File: src/rtl/chr_xlat_pkg.sv
package chr_xlat_pkg;
  localparam int PPU_AW      = 14;
  localparam int BANK_W      = 8;
  localparam int NUM_SLOTS   = 6;
  localparam int SLOT_W      = $clog2(NUM_SLOTS);
  localparam int WIDE_SHIFT  = 11;
  localparam int NARROW_SHIFT = 10;
  localparam int RAM_AW      = 13;

  typedef logic [BANK_W-1:0] bank_t;

  typedef struct packed {
    logic              in_range;
    logic              wide;
    logic [SLOT_W-1:0] slot;
  } window_t;
endpackage

File: src/rtl/chr_window_decode.sv
module chr_window_decode
  import chr_xlat_pkg::*;
(
  input  logic [PPU_AW-1:0] addr,
  output window_t           win
);
  always_comb begin
    win.in_range = ~addr[13];
    win.wide     = ~addr[12];
    if (~addr[12]) begin
      win.slot = SLOT_W'(addr[11]);
    end else begin
      win.slot = SLOT_W'(2) + SLOT_W'(addr[11:10]);
    end
  end
endmodule

File: src/rtl/chr_bank_mux.sv
module chr_bank_mux
  import chr_xlat_pkg::*;
(
  input  bank_t             banks [NUM_SLOTS],
  input  logic [SLOT_W-1:0] slot,
  output bank_t             bank
);
  always_comb begin
    bank = '0;
    for (int i = 0; i < NUM_SLOTS; i++) begin
      if (slot == SLOT_W'(i)) bank = banks[i];
    end
  end
endmodule

File: src/rtl/chr_addr_compose.sv
module chr_addr_compose
  import chr_xlat_pkg::*;
#(
  parameter int ROM_AW  = 17,
  parameter bit USE_RAM = 1'b0
) (
  input  logic [PPU_AW-1:0] addr,
  input  logic              wide,
  input  bank_t             bank,
  output logic [ROM_AW-1:0] mem_addr
);
  localparam int WIDE_BITS   = ROM_AW - WIDE_SHIFT;
  localparam int NARROW_BITS = ROM_AW - NARROW_SHIFT;
  localparam logic [ROM_AW-1:0] WIDE_MASK   = ROM_AW'((64'd1 << WIDE_BITS) - 64'd1);
  localparam logic [ROM_AW-1:0] NARROW_MASK = ROM_AW'((64'd1 << NARROW_BITS) - 64'd1);

  generate
    if (USE_RAM) begin : g_ram
      assign mem_addr = ROM_AW'(addr[RAM_AW-1:0]);
    end else begin : g_rom
      logic [ROM_AW-1:0] bank_ext;
      logic [ROM_AW-1:0] base;
      logic [ROM_AW-1:0] offset;
      always_comb begin
        bank_ext = ROM_AW'(bank);
        if (wide) begin
          base   = (bank_ext & WIDE_MASK) << WIDE_SHIFT;
          offset = ROM_AW'(addr[WIDE_SHIFT-1:0]);
        end else begin
          base   = (bank_ext & NARROW_MASK) << NARROW_SHIFT;
          offset = ROM_AW'(addr[NARROW_SHIFT-1:0]);
        end
        mem_addr = base + offset;
      end
    end
  endgenerate
endmodule

File: src/rtl/chr_bank_xlat.sv
module chr_bank_xlat
  import chr_xlat_pkg::*;
#(
  parameter int ROM_AW  = 17,
  parameter bit USE_RAM = 1'b0
) (
  input  logic              clk,
  input  logic              rst_n,
  input  logic [13:0]       ppu_addr,
  input  logic              ppu_rd,
  input  logic              ppu_wr,
  input  logic [7:0]        bank_lo_a,
  input  logic [7:0]        bank_lo_b,
  input  logic [7:0]        bank_hi_a,
  input  logic [7:0]        bank_hi_b,
  input  logic [7:0]        bank_hi_c,
  input  logic [7:0]        bank_hi_d,
  output logic [ROM_AW-1:0] mem_addr,
  output logic              ram_we,
  output logic              handled
);
  // reset: asserted asynchronously, released after two edges
  logic [1:0] rst_pipe;
  logic       rst_core_n;
  always_ff @(posedge clk or negedge rst_n) begin
    if (!rst_n) rst_pipe <= '0;
    else        rst_pipe <= {rst_pipe[0], 1'b1};
  end
  assign rst_core_n = rst_pipe[1];

  bank_t   banks [NUM_SLOTS];
  window_t win;
  bank_t   sel_bank;
  logic [ROM_AW-1:0] addr_c;

  assign banks[0] = bank_lo_a;
  assign banks[1] = bank_lo_b;
  assign banks[2] = bank_hi_a;
  assign banks[3] = bank_hi_b;
  assign banks[4] = bank_hi_c;
  assign banks[5] = bank_hi_d;

  chr_window_decode u_dec (.addr(ppu_addr), .win(win));
  chr_bank_mux u_mux (.banks(banks), .slot(win.slot), .bank(sel_bank));
  chr_addr_compose #(.ROM_AW(ROM_AW), .USE_RAM(USE_RAM)) u_cmp (
    .addr(ppu_addr), .wide(win.wide), .bank(sel_bank), .mem_addr(addr_c)
  );

  // next state
  logic strobe, hit, handled_d, we_d, addr_en;
  always_comb begin
    strobe    = ppu_rd | ppu_wr;
    hit       = strobe & win.in_range;
    handled_d = hit;
    we_d      = USE_RAM & hit & ppu_wr;
    addr_en   = hit;
  end

  // registers
  always_ff @(posedge clk or negedge rst_core_n) begin
    if (!rst_core_n) begin
      handled <= 1'b0;
      ram_we  <= 1'b0;
    end else begin
      handled <= handled_d;
      ram_we  <= we_d;
    end
  end

  always_ff @(posedge clk or negedge rst_core_n) begin
    if (!rst_core_n)  mem_addr <= '0;
    else if (addr_en) mem_addr <= addr_c;
  end

  assert_claim_needs_strobe_R8: assert property (@(posedge clk) disable iff (!rst_core_n)
    handled |-> $past(ppu_rd | ppu_wr));
  assert_outside_ignored_R7: assert property (@(posedge clk) disable iff (!rst_core_n)
    ((ppu_rd | ppu_wr) && ppu_addr[13]) |=> (!handled && !ram_we));
  assert_we_claimed_R6: assert property (@(posedge clk) disable iff (!rst_core_n)
    ram_we |-> (handled && $past(ppu_wr)));
  assert_low_offset_R1: assert property (@(posedge clk) disable iff (!rst_core_n)
    ((ppu_rd | ppu_wr) && !ppu_addr[13]) |=> (mem_addr[9:0] == $past(ppu_addr[9:0])));

  generate
    if (USE_RAM) begin : g_ram_chk
      assert_ram_direct_R5: assert property (@(posedge clk) disable iff (!rst_core_n)
        ((ppu_rd | ppu_wr) && !ppu_addr[13]) |=>
          (mem_addr == ROM_AW'($past(ppu_addr[12:0]))));
    end
  endgenerate
endmodule

File: config.mk
export PLATFORM = sky130hd
export DESIGN_NAME = chr_bank_xlat
export DESIGN_NICKNAME = d
export VERILOG_FILES = /design/src/rtl/chr_xlat_pkg.sv /design/src/rtl/chr_window_decode.sv /design/src/rtl/chr_bank_mux.sv /design/src/rtl/chr_addr_compose.sv /design/src/rtl/chr_bank_xlat.sv
export SDC_FILE = /design/constraint.sdc
export NUM_CORES = 1
export LEC_CHECK = 0
export BUFFER_PORTS_ARGS = -buffer_cell sky130_fd_sc_hd__buf_2
export CAP_MARGIN = 20
export CORE_ASPECT_RATIO = 1.5
export CORE_MARGIN = 2
export CORE_UTILIZATION = 25
export DETAILED_ROUTE_END_ITERATION = 16
export GPL_TIMING_DRIVEN = 0
export PLACE_DENSITY = 0.63
export SLEW_MARGIN = 20
export SYNTH_ARGS = -nofsm -noshare
export SYNTH_HDL_FRONTEND = slang
export SYNTH_SLANG_ARGS = --single-unit
File: constraint.sdc
create_clock -name clk -period 0.8 [get_ports clk]
set_input_delay 0.12 -clock clk [delete_from_list [all_inputs] [get_ports clk]]
set_output_delay 0.12 -clock clk [all_outputs]
set_load 0.05 [all_outputs]
==> results.py, run 1 <==
metrics = {
    "clock_tree": {
        "clk_latency_ps": 250,
        "cts_tree": "yes",
        "cts_max_level": 1,
        "cts_buffers": 3,
        "clock_sinks": 20,
        "root_buffer": "clkbuf_8",
        "clk_pin_slew_ps": 70,
        "cts_buffer_depth": 2,
    },
    "run_status": {
        "violations": "setup timing",
        "outcome": "complete, but fails checks",
    },
    "yosys": {
        "synth.avg_cell_area_um2": 10.06,
        "syn_inst": 115,
        "synth_area_leaders": "dfrtp_1, nand2_1, mux4_2",
        "yosys_warnings": 0,
        "yosysSeqAreaShare_pct": 43.24,
        "synth_nets": 183,
        "synth_seq_cells": 20,
        "syn-cell-area_um2": 1157,
        "synth_top_area_share_pct": 43.24,
        "yosysUniqueCellTypes": 26,
        "yosys.area.top_type": "dfrtp_1",
    },
    "worst_setup_path": {
        "worstSetupStartpointType": "primary input",
        "cp_num_buf_inv": 2,
        "crit_chain": "buf_12 > buf_12 > mux2_4 > mux4_2 > ha_4 > nand3_4 > xor2_1 > o21ai_1",
        "critical_path_class": "primary input to flop",
        "cp_top_family": "multiplexers",
        "crit_fanout": 5,
        "critPathMaxStageDelay_ps": 520,
        "rrSetupSlack_ps": -50,
        "worst_path_most_repeated_cell": "buf_12",
        "cp.required_ps": 940,
        "slowest_stage": "mux4_2",
        "critPathCaptureType": "flop",
        "worstPathArrival_ps": 1650,
    },
    "place": {
        "io_buffers": 73,
        "hpwlAfterDp_um": 2338,
        "dp.cells": 236,
        "routabilityCongestion": 0.7141,
        "pre_cts_slack_ps": -1073,
    },
    "floorplanning": {
        "fp.dieH_um": 87.33,
        "io_pins": 85,
        "rows": 30,
        "core_um2": 4504,
        "fp.dieW_um": 59.56,
        "design.die.area_um2": 5201,
        "initial_core_util_pct": 25.69,
    },
    "run": {
        "maxCapViolCount": 0,
    },
    "grt": {
        "grt_use_met2_pct": 24.58,
        "grt_use_total_pct": 12.58,
        "top_usage_layer": "met2",
        "grt_max_degree": 19,
        "grt_remaining_overflow": 0,
        "globalRouteMet3Util_pct": 1.337,
        "grt_pass1_vias": 1162,
        "use_met1_pct": 13.35,
        "grt_pass1_wl_um": 5009,
        "antenna_found_initial": 0,
    },
    "layout": {
        "num_antenna_cells": 0,
        "final_common_cell": "buf_2",
        "drive_gt1_share_pct": 59.80,
        "seq_area_um2": 500.5,
        "multi_input_area_um2": 669.4,
        "nets": 273,
        "fillers": 438,
        "fin_cells": 252,
        "area_growth_pct": 73.30,
        "utilization_pct": 44.53,
        "final_cell_mix": "buf_2, nand2_1, buf_6, dfrtp_1, buf_4",
    },
    "timing": {
        "slew_headroom_pct": 53.02,
        "period_share_pct": 188.1,
        "drv_slew": 0,
        "worst_slack_ps": -704.8,
        "fmax_ghz": 0.6646,
        "worst_pin_slew_ps": 704.7,
        "grt_setup_unrepaired": "true",
        "tns_ps": -6359,
        "fin_skew_ps": 3.367,
        "setup_viol": 25,
        "post-route-min-period_ps": 1505,
        "finalHoldViolCount": 0,
    },
    "pwr": {
        "powerDensity_nw_per_um2": 1709,
        "ir_drop_v": 0.0005880,
        "power_leakage_nw": 1.018,
        "total_power_w": 0.003427,
    },
    "detailed_routing": {
        "vias": 1137,
        "routed_via_density": 4.512,
        "ant_nets": 0,
        "firstDrtPassIters": 4,
        "drt-initial-drc-count": 25,
        "route.detailed.drc": 0,
        "wl_per_cell_um": 12.18,
        "drt-total-wl_um": 3070,
    },
    "worst_hold_path": {
        "worstHoldPathType": "primary input to flop",
    },
}
-- per-layer routing --
metal  wire length (µm)  share of wire (%)  vias to the layer above
met5                  0                  0                        -
met4                 36                1.2                        0
met3                254                8.3                        5
met1               1152                 38                      502
li1                   -                  -                      562
met2               1627                 53                       68
-- final cells by class --
class	count	share of cell area, %
sequential	20	24.95
multi-input combinational	86	33.37
clock buffer	4	2.745
inverter	1	0.4367
timing repair buffer	85	31.00
tap	48	2.994
buffer	8	4.492
-- worst reg2reg max path, delay by kind of cell, from the launching register on --
family	cells	cell delay, ps
and+or+nand+nor	2	100
DFF	1	400
buffers and inverters	2	260
-- Yosys cell counts (all sizes together) --
cell type	n
conb	2
o211ai	2
nand3	3
mux2i	1
or2	1
nor2b	1
inv	1
and2	1
or4	2
ha	2
xor2	2
mux2	10
mux4	7
buf	4
nor2	2
nand2	45
xnor2	1
o21ai	4
dfrtp	20
clkbuf	4
-- what timing repair did --
item,4_1_cts,5_1_grt
setup buffers,4,5
hold endpoints to repair,2,0
pin swaps,5,4
resized for setup,48,4
hold buffers,1,0
setup endpoints to repair,28,46
gates cloned,2,0
-- sequential cells by signal (all words and copies together) (netlist names) --
| name | cells |
|---|---|
| mem_addr | 17 |
| rst_pipe | 2 |
| handled | 1 |
-- worst paths after layout --
path | start | to | cells after the start
max in group asynchronous | rst_pipe[1]$_DFF_PN0_ | mem_addr[6]$_DFFE_PN0P_ | 0
hold / removal | ppu_addr[7] | mem_addr[7]$_DFFE_PN0P_ | 3
hold reg to reg | rst_pipe[1]$_DFF_PN0_ | mem_addr[13]$_DFFE_PN0P_ | 0
min in group asynchronous | rst_n | rst_pipe[0]$_DFF_PN0_ | 2
setup reg to reg | mem_addr[11]$_DFFE_PN0P_ | mem_addr[11]$_DFFE_PN0P_ | 4
setup / recovery | ppu_addr[10] | mem_addr[14]$_DFFE_PN0P_ | 8
-- power by group --
part / total [W] / switching [W] / internal, W
Clock: 0.000739 / 0.000302 / 0.000437
Combinational: 0.00145 / 0.000775 / 0.000675
Sequential: 0.00124 / 0.000103 / 0.00114
-- metrics by stage --
stage	area [µm²]	hold WS, ps
after floorplan	1251	-175.6
after global placement	1677	-92.80
after detailed placement	1677	-90.63
after CTS	1957	61.98
after global routing	2006	58.69
final	2006	63.69
-- logic make-up after synthesis --
family / count (synthesis) / share of synthesized area, %
adders and majority gates: 2 / 2.162
and+or+nand+nor: 55 / 19.46
buffers and inverters: 9 / 3.999
AOI/OAI and AO/OA: 6 / 3.027
DFF: 20 / 43.24
other: 2 / 0.6489
muxes: 18 / 25.19
xor gates and xnor gates: 3 / 2.271
Note: power is estimated with default switching activity, not from simulation.
==> run 2, diff against run 1 <==
--- a/config.mk
+++ b/config.mk
@@ -11,7 +11,6 @@
 export CORE_MARGIN = 2
 export CORE_UTILIZATION = 25
 export DETAILED_ROUTE_END_ITERATION = 16
-export GPL_TIMING_DRIVEN = 0
 export PLACE_DENSITY = 0.63
 export SLEW_MARGIN = 20
 export SYNTH_ARGS = -nofsm -noshare
==> run 2 against run 1 <==
Net effect:
- the run still ends with setup timing left
- critical path depth did not move
- via count rose by 4.5%
- utilization rose by 2.7 points
- critical endpoint is now mem_addr[16]$_DFFE_PN0P_
- highest routed layer unchanged
==> results.py, run 2 (synthesis gave the netlist of run 1 again) <==
metrics = {
    "timing": {
        "period_share_pct": 174.2,
        "fmax_ghz": 0.7174,
        "worst_slack_ps": -594.0,
        "post-route-min-period_ps": 1394,
        "setup_viol": 25,
        "finalHoldViolCount": 0,
        "grt_setup_unrepaired": "true",
        "fin_skew_ps": 1.626,
        "drv_slew": 0,
    },
    "place": {
        "routabilityCongestion": 0.6941,
        "io_buffers": 75,
        "hpwlAfterDp_um": 2395,
        "pre_cts_slack_ps": -1088,
        "dp.cells": 240,
    },
    "clock_tree": {
        "cts_tree": "yes",
        "clk_pin_slew_ps": 70,
        "cts_max_level": 1,
        "clk_latency_ps": 250,
        "cts_buffers": 3,
        "root_buffer": "clkbuf_8",
        "clock_sinks": 20,
        "cts_buffer_depth": 2,
    },
    "worst_setup_path": {
        "cp_num_buf_inv": 1,
        "timing.rr.start": "mem_addr[14]$_DFFE_PN0P_",
        "worstSetupStartpointType": "primary input",
        "reg2reg_depth": 3,
        "worst_path_most_repeated_cell": "ha_4",
        "path_depth": 8,
        "critPathMaxStageDelay_ps": 400,
        "crit_fanout": 6,
        "cp_top_family": "simple AND/OR/NAND/NOR gates",
        "critical_path_class": "primary input to flop",
        "crit_chain": "buf_12 > mux4_2 > and2_4 > ha_4 > ha_4 > nand3_4 > or4_1 > o211ai_1",
        "rr_endpoint": "mem_addr[14]$_DFFE_PN0P_",
        "worstPathArrival_ps": 1560,
        "cp.required_ps": 970,
        "critPathCaptureType": "flop",
        "slowest_stage": "or4_1",
        "rrSetupSlack_ps": 40,
    },
    "layout": {
        "fillers": 413,
        "final_common_cell": "buf_2",
        "area_growth_pct": 83.68,
        "seq_area_um2": 500.5,
        "top_register": "mem_addr",
        "multi_input_area_um2": 719.4,
        "drive_gt1_share_pct": 66.67,
        "top_regs": "mem_addr x17, rst_pipe x2, handled x1",
        "nets": 277,
        "final_cell_mix": "buf_2, nand2_1, buf_6, dfrtp_1, buf_4",
        "fin_cells": 255,
        "num_antenna_cells": 0,
        "largest_register_ffs": 17,
    },
    "worst_hold_path": {
        "worstHoldPathType": "primary input to flop",
        "min_to": "mem_addr[0]$_DFFE_PN0P_",
        "holdCritStartpoint": "ppu_addr[0]",
        "holdPathStages": 3,
    },
    "detailed_routing": {
        "firstDrtPassIters": 4,
        "routed_via_density": 4.659,
        "drt-total-wl_um": 3396,
        "wl_per_cell_um": 13.32,
        "ant_nets": 0,
        "route.detailed.drc": 0,
        "vias": 1188,
        "drt-initial-drc-count": 30,
    },
    "grt": {
        "grt_max_degree": 22,
        "grt_use_total_pct": 11.90,
        "grt_remaining_overflow": 0,
        "antenna_found_initial": 0,
        "grt_pass1_vias": 1202,
        "grt_pass1_wl_um": 4850,
    },
    "pwr": {
        "power_leakage_nw": 1.072,
        "powerDensity_nw_per_um2": 1594,
        "ir_drop_v": 0.0006183,
    },
    "floorplanning": {
        "design.die.area_um2": 5201,
        "fp.dieH_um": 87.33,
        "io_pins": 85,
        "initial_core_util_pct": 25.69,
        "fp.dieW_um": 59.56,
        "core_um2": 4504,
        "rows": 30,
    },
    "run_status": {
        "violations": "setup timing",
        "outcome": "complete, but fails checks",
    },
    "run": {
        "maxCapViolCount": 0,
    },
}
## run 2: changes by cell type in the layout (fill, tap and decap cells not counted), moves of 2 or more
| cell | before | now |
|---|---|---|
| buf_4 | 9 | 13 |
| buf_6 | 20 | 22 |
| clkbuf_16 | 0 | 3 |
| clkbuf_8 | 7 | 3 |
| nand2_1 | 43 | 32 |
| nand2_2 | 2 | 11 |
| nand2_4 | 0 | 2 |
## run 2: per-layer routing
metal | GRT usage (%) | vias to the layer above | routed length (µm)
met5 | 0 | - | 0
met4 | 3.030 | 0 | 8
met3 | 1.486 | 2 | 262
met2 | 23.28 | 72 | 1884
met1 | 12.91 | 542 | 1241
li1 | - | 572 | -
## run 2: worst reg2reg max path: stages, from the launching register on
cell and delay [ps]:
dfrtp_1 390, buf_4 140, nand2_1 50, o21ai_1 60
## run 2: power breakdown
| group | leakage [nW] | total (W) | internal (W) | switching [W] |
|---|---|---|---|---|
| clock | 0.0216 | 0.000620 | 0.000334 | 0.000286 |
| combinational | 0.806 | 0.00154 | 0.000718 | 0.000825 |
| sequential | 0.245 | 0.00122 | 0.00114 | 0.0000883 |
| total | 1.07 | 0.00339 | 0.00219 | 0.00120 |
## run 2: repair_timing
item                       4_1_cts  5_1_grt
cloned                           1        3
gates resized for setup         50       24
hold endpoints to repair         2        0
setup buffers                    3        5
pin swaps                        7        8
setup endpoints to repair       35       35
hold buffers                     1        0
## run 2: worst max path at each step
| stage | from | to | slack (ps) |
|---|---|---|---|
| floorplan | ppu_addr[10] | mem_addr[14]$_DFFE_PN0P_ | -790 |
| global placement | ppu_addr[10] | mem_addr[14]$_DFFE_PN0P_ | -1020 |
| detailed placement | ppu_addr[10] | mem_addr[14]$_DFFE_PN0P_ | -1090 |
| CTS | ppu_addr[10] | mem_addr[14]$_DFFE_PN0P_ | -630 |
| global route | ppu_addr[10] | mem_addr[13]$_DFFE_PN0P_ | -640 |
| finish | ppu_addr[10] | mem_addr[16]$_DFFE_PN0P_ | -590 |
## run 2: final cells by class
class	count	share of cell area, %
Timing Repair Buffer	97	37.08
Multi-Input combinational cell	86	33.84
Sequential cell	20	23.54
Tap cell	48	2.825
Clock buffer	3	1.942
Inverter	1	0.7652
## run 2: metrics by stage
step	cell area, µm²	util (%)	hold slack, ps	setup TNS (ps)	power, W
floorplan	1251	-	-175.6	-5378	0.002039
global placement	1684	37.39	-91.61	-10470	0.002370
detailed placement	1684	37.39	-88.64	-10810	0.002388
CTS	1934	42.94	67.82	-5776	0.003267
global route	2126	47.19	77.89	-6304	0.003555
finish	2126	47.19	69.89	-5540	0.003387
==> run 3, diff against run 2 <==
--- a/config.mk
+++ b/config.mk
@@ -8,10 +8,10 @@
 export BUFFER_PORTS_ARGS = -buffer_cell sky130_fd_sc_hd__buf_2
 export CAP_MARGIN = 20
 export CORE_ASPECT_RATIO = 1.5
-export CORE_MARGIN = 2
 export CORE_UTILIZATION = 25
 export DETAILED_ROUTE_END_ITERATION = 16
 export PLACE_DENSITY = 0.63
+export SKIP_CTS_REPAIR_TIMING = 1
 export SLEW_MARGIN = 20
 export SYNTH_ARGS = -nofsm -noshare
 export SYNTH_HDL_FRONTEND = slang
==> run 3 against run 2 <==
Net effect:
- the run ends with DRC, setup timing left
- register-to-register slack is essentially flat
- worst setup slack improved by 22 ps
- flip-flop and latch count unchanged
- first-iteration DRC count down 83%
- via count shrank 3.5%
- hold slack got worse by 14 ps
- cell count is 1.6% lower
- wire length shrank 13%
- sequential share of layout area increased by 1.1 points
- global-route usage is 0.40 points higher
- critical endpoint is now mem_addr[14]$_DFFE_PN0P_
- largest power group unchanged
==> results.py, run 3 (synthesis gave the netlist of run 1 again) <==
metrics = {
    "run_status": {
        "outcome": "complete, but fails checks",
        "violations": "DRC, setup timing",
    },
    "pwr": {
        "internal_power_w": 0.002461,
        "swShare_pct": 32.67,
        "p_sw_w": 0.001194,
        "pwr-share-clk_pct": 27.3,
        "seqPwrFrac_pct": 33.5,
        "comb_power_share_pct": 39.2,
        "powerDensity_nw_per_um2": 1799,
        "power_leakage_nw": 1.030,
        "ir_drop_v": 0.0006733,
    },
    "detailed_routing": {
        "drt-initial-drc-count": 5,
        "routed_via_density": 4.570,
        "drt-total-wl_um": 2947,
        "route.detailed.drc": 1,
        "ant_nets": 0,
        "vias": 1147,
        "firstDrtPassIters": 9,
        "wl_per_cell_um": 11.74,
    },
    "grt": {
        "use_met1_pct": 12.25,
        "globalRouteMet3Util_pct": 2.439,
        "grt_pass1_wl_um": 4609,
        "antenna_found_initial": 0,
        "grt_pass1_vias": 1135,
        "grt_use_met2_pct": 23.89,
        "grt_max_degree": 19,
        "top_usage_layer": "met2",
        "grt_use_total_pct": 12.29,
        "grt_remaining_overflow": 0,
    },
    "clock_tree": {
        "root_buffer": "clkbuf_8",
        "clock_sinks": 20,
        "cts_buffers": 3,
        "clk_latency_ps": 260,
        "clk_pin_slew_ps": 80,
        "cts_tree": "yes",
        "cts_max_level": 1,
        "cts_buffer_depth": 2,
    },
    "worst_setup_path": {
        "cp.required_ps": 940,
        "worstPathArrival_ps": 1510,
        "endpoint": "mem_addr[14]$_DFFE_PN0P_",
        "critical_path_class": "primary input to flop",
        "critPathLaunch": "ppu_addr[10]",
        "crit_fanout": 6,
        "timing.rr.start": "mem_addr[16]$_DFFE_PN0P_",
        "rrSetupSlack_ps": 30,
        "critPathCaptureType": "flop",
        "crit_chain": "buf_12 > mux2_4 > mux4_2 > ha_4 > nand3_4 > xor2_1 > o21ai_1",
        "critPathMaxStageDelay_ps": 510,
        "slowest_stage": "mux4_2",
        "reg2reg_depth": 3,
        "worstSetupStartpointType": "primary input",
        "rr_endpoint": "mem_addr[16]$_DFFE_PN0P_",
    },
    "timing": {
        "fmax_ghz": 0.7287,
        "finalHoldViolCount": 0,
        "period_share_pct": 171.5,
        "grt_setup_unrepaired": "true",
        "drv_slew": 0,
        "fin_skew_ps": 4.225,
        "worst_slack_ps": -572.4,
        "setup_viol": 25,
        "post-route-min-period_ps": 1372,
        "fin_hold_ws_ps": 56.16,
    },
    "layout": {
        "final_cell_mix": "buf_2, nand2_1, dfrtp_1, buf_6, buf_4",
        "drive_gt1_share_pct": 59.61,
        "utilization_pct": 45.49,
        "final_common_cell": "buf_2",
        "fillers": 430,
        "area_growth_pct": 75.57,
        "nets": 272,
        "largest_register_ffs": 17,
        "seq_area_um2": 500.5,
        "multi_input_area_um2": 670.6,
        "num_antenna_cells": 0,
        "top_register": "mem_addr",
        "top_regs": "mem_addr x17, rst_pipe x2, handled x1",
    },
    "worst_hold_path": {
        "worstHoldPathType": "primary input to flop",
        "holdPathStages": 3,
    },
    "floorplanning": {
        "design.die.area_um2": 4911,
        "io_pins": 85,
        "rows": 30,
        "initial_core_util_pct": 25.91,
        "core_um2": 4467,
        "fp.dieW_um": 57.56,
        "fp.dieH_um": 85.33,
    },
    "place": {
        "routabilityCongestion": 0.7846,
        "io_buffers": 75,
        "pre_cts_slack_ps": -1042,
        "hpwlAfterDp_um": 2274,
    },
    "run": {
        "maxCapViolCount": 0,
    },
}
==> run 3: cell count changes in the layout (fill, tap and decap cells not counted), moves of 3 or more <==
cell     before  now
nand2_1      32   44
nand2_2      11    1
buf_6        22   18
buf_4        13   10
==> run 3: critical path: cells and delay by family <==
family,cells,cell delay [ps]
simple gates,1,70
xor+xnor,1,130
fa+ha+maj,1,200
mux,2,790
compound gates,1,80
buf+inv,1,120
==> run 3: power by group through the flow <==
stage                     registers, W  clock network, W  logic, W
after global routing           0.00124           0.00107   0.00154
final                          0.00122          0.000999   0.00143
after global placement         0.00121                 0   0.00116
after floorplan                0.00165                 0  0.000387
after CTS                      0.00120           0.00104   0.00117
after detailed placement       0.00122                 0   0.00117
==> run 3: layer usage <==
| metal | share of wire, % | wire length [µm] |
|---|---|---|
| met5 | 0 | 0 |
| met4 | 1.2 | 36 |
| met3 | 6.8 | 200 |
| met2 | 58 | 1721 |
| met1 | 34 | 988 |
==> run 3: through the flow <==
| stage | power [W] | cell area [µm²] | TNS, ps | cells |
|---|---|---|---|---|
| final | 0.003655 | 2032 | -5667 | 251 |
| after global routing | 0.003840 | 2032 | -6390 | 251 |
| after CTS | 0.003408 | 1755 | -8743 | 244 |
| after detailed placement | 0.002387 | 1684 | -10070 | 240 |
| after global placement | 0.002370 | 1684 | -9854 | 240 |
| after floorplan | 0.002039 | 1251 | -5378 | 115 |
==> run 3: how the worst min path moves through the flow <==
stage                 from                      end  slack [ps]
3_3_place_gp         rst_n    rst_pipe[1]$_DFF_PN0_         -90
3_5_place_dp         rst_n    rst_pipe[1]$_DFF_PN0_         -90
6_report       ppu_addr[5]  mem_addr[5]$_DFFE_PN0P_          60
4_1_cts              rst_n    rst_pipe[1]$_DFF_PN0_        -380
5_1_grt        ppu_addr[5]  mem_addr[5]$_DFFE_PN0P_          70
2_1_floorplan        rst_n    rst_pipe[0]$_DFF_PN0_        -180
==> run 3: layout make-up <==
cell class | instances | share of cell area (%)
timing repair buffer | 92 | 35.34
clock inverter | 1 | 1.478
tap | 48 | 2.956
sequential | 20 | 24.63
inverter | 1 | 0.5542
multi-input combinational | 86 | 33.00
clock buffer | 3 | 2.032
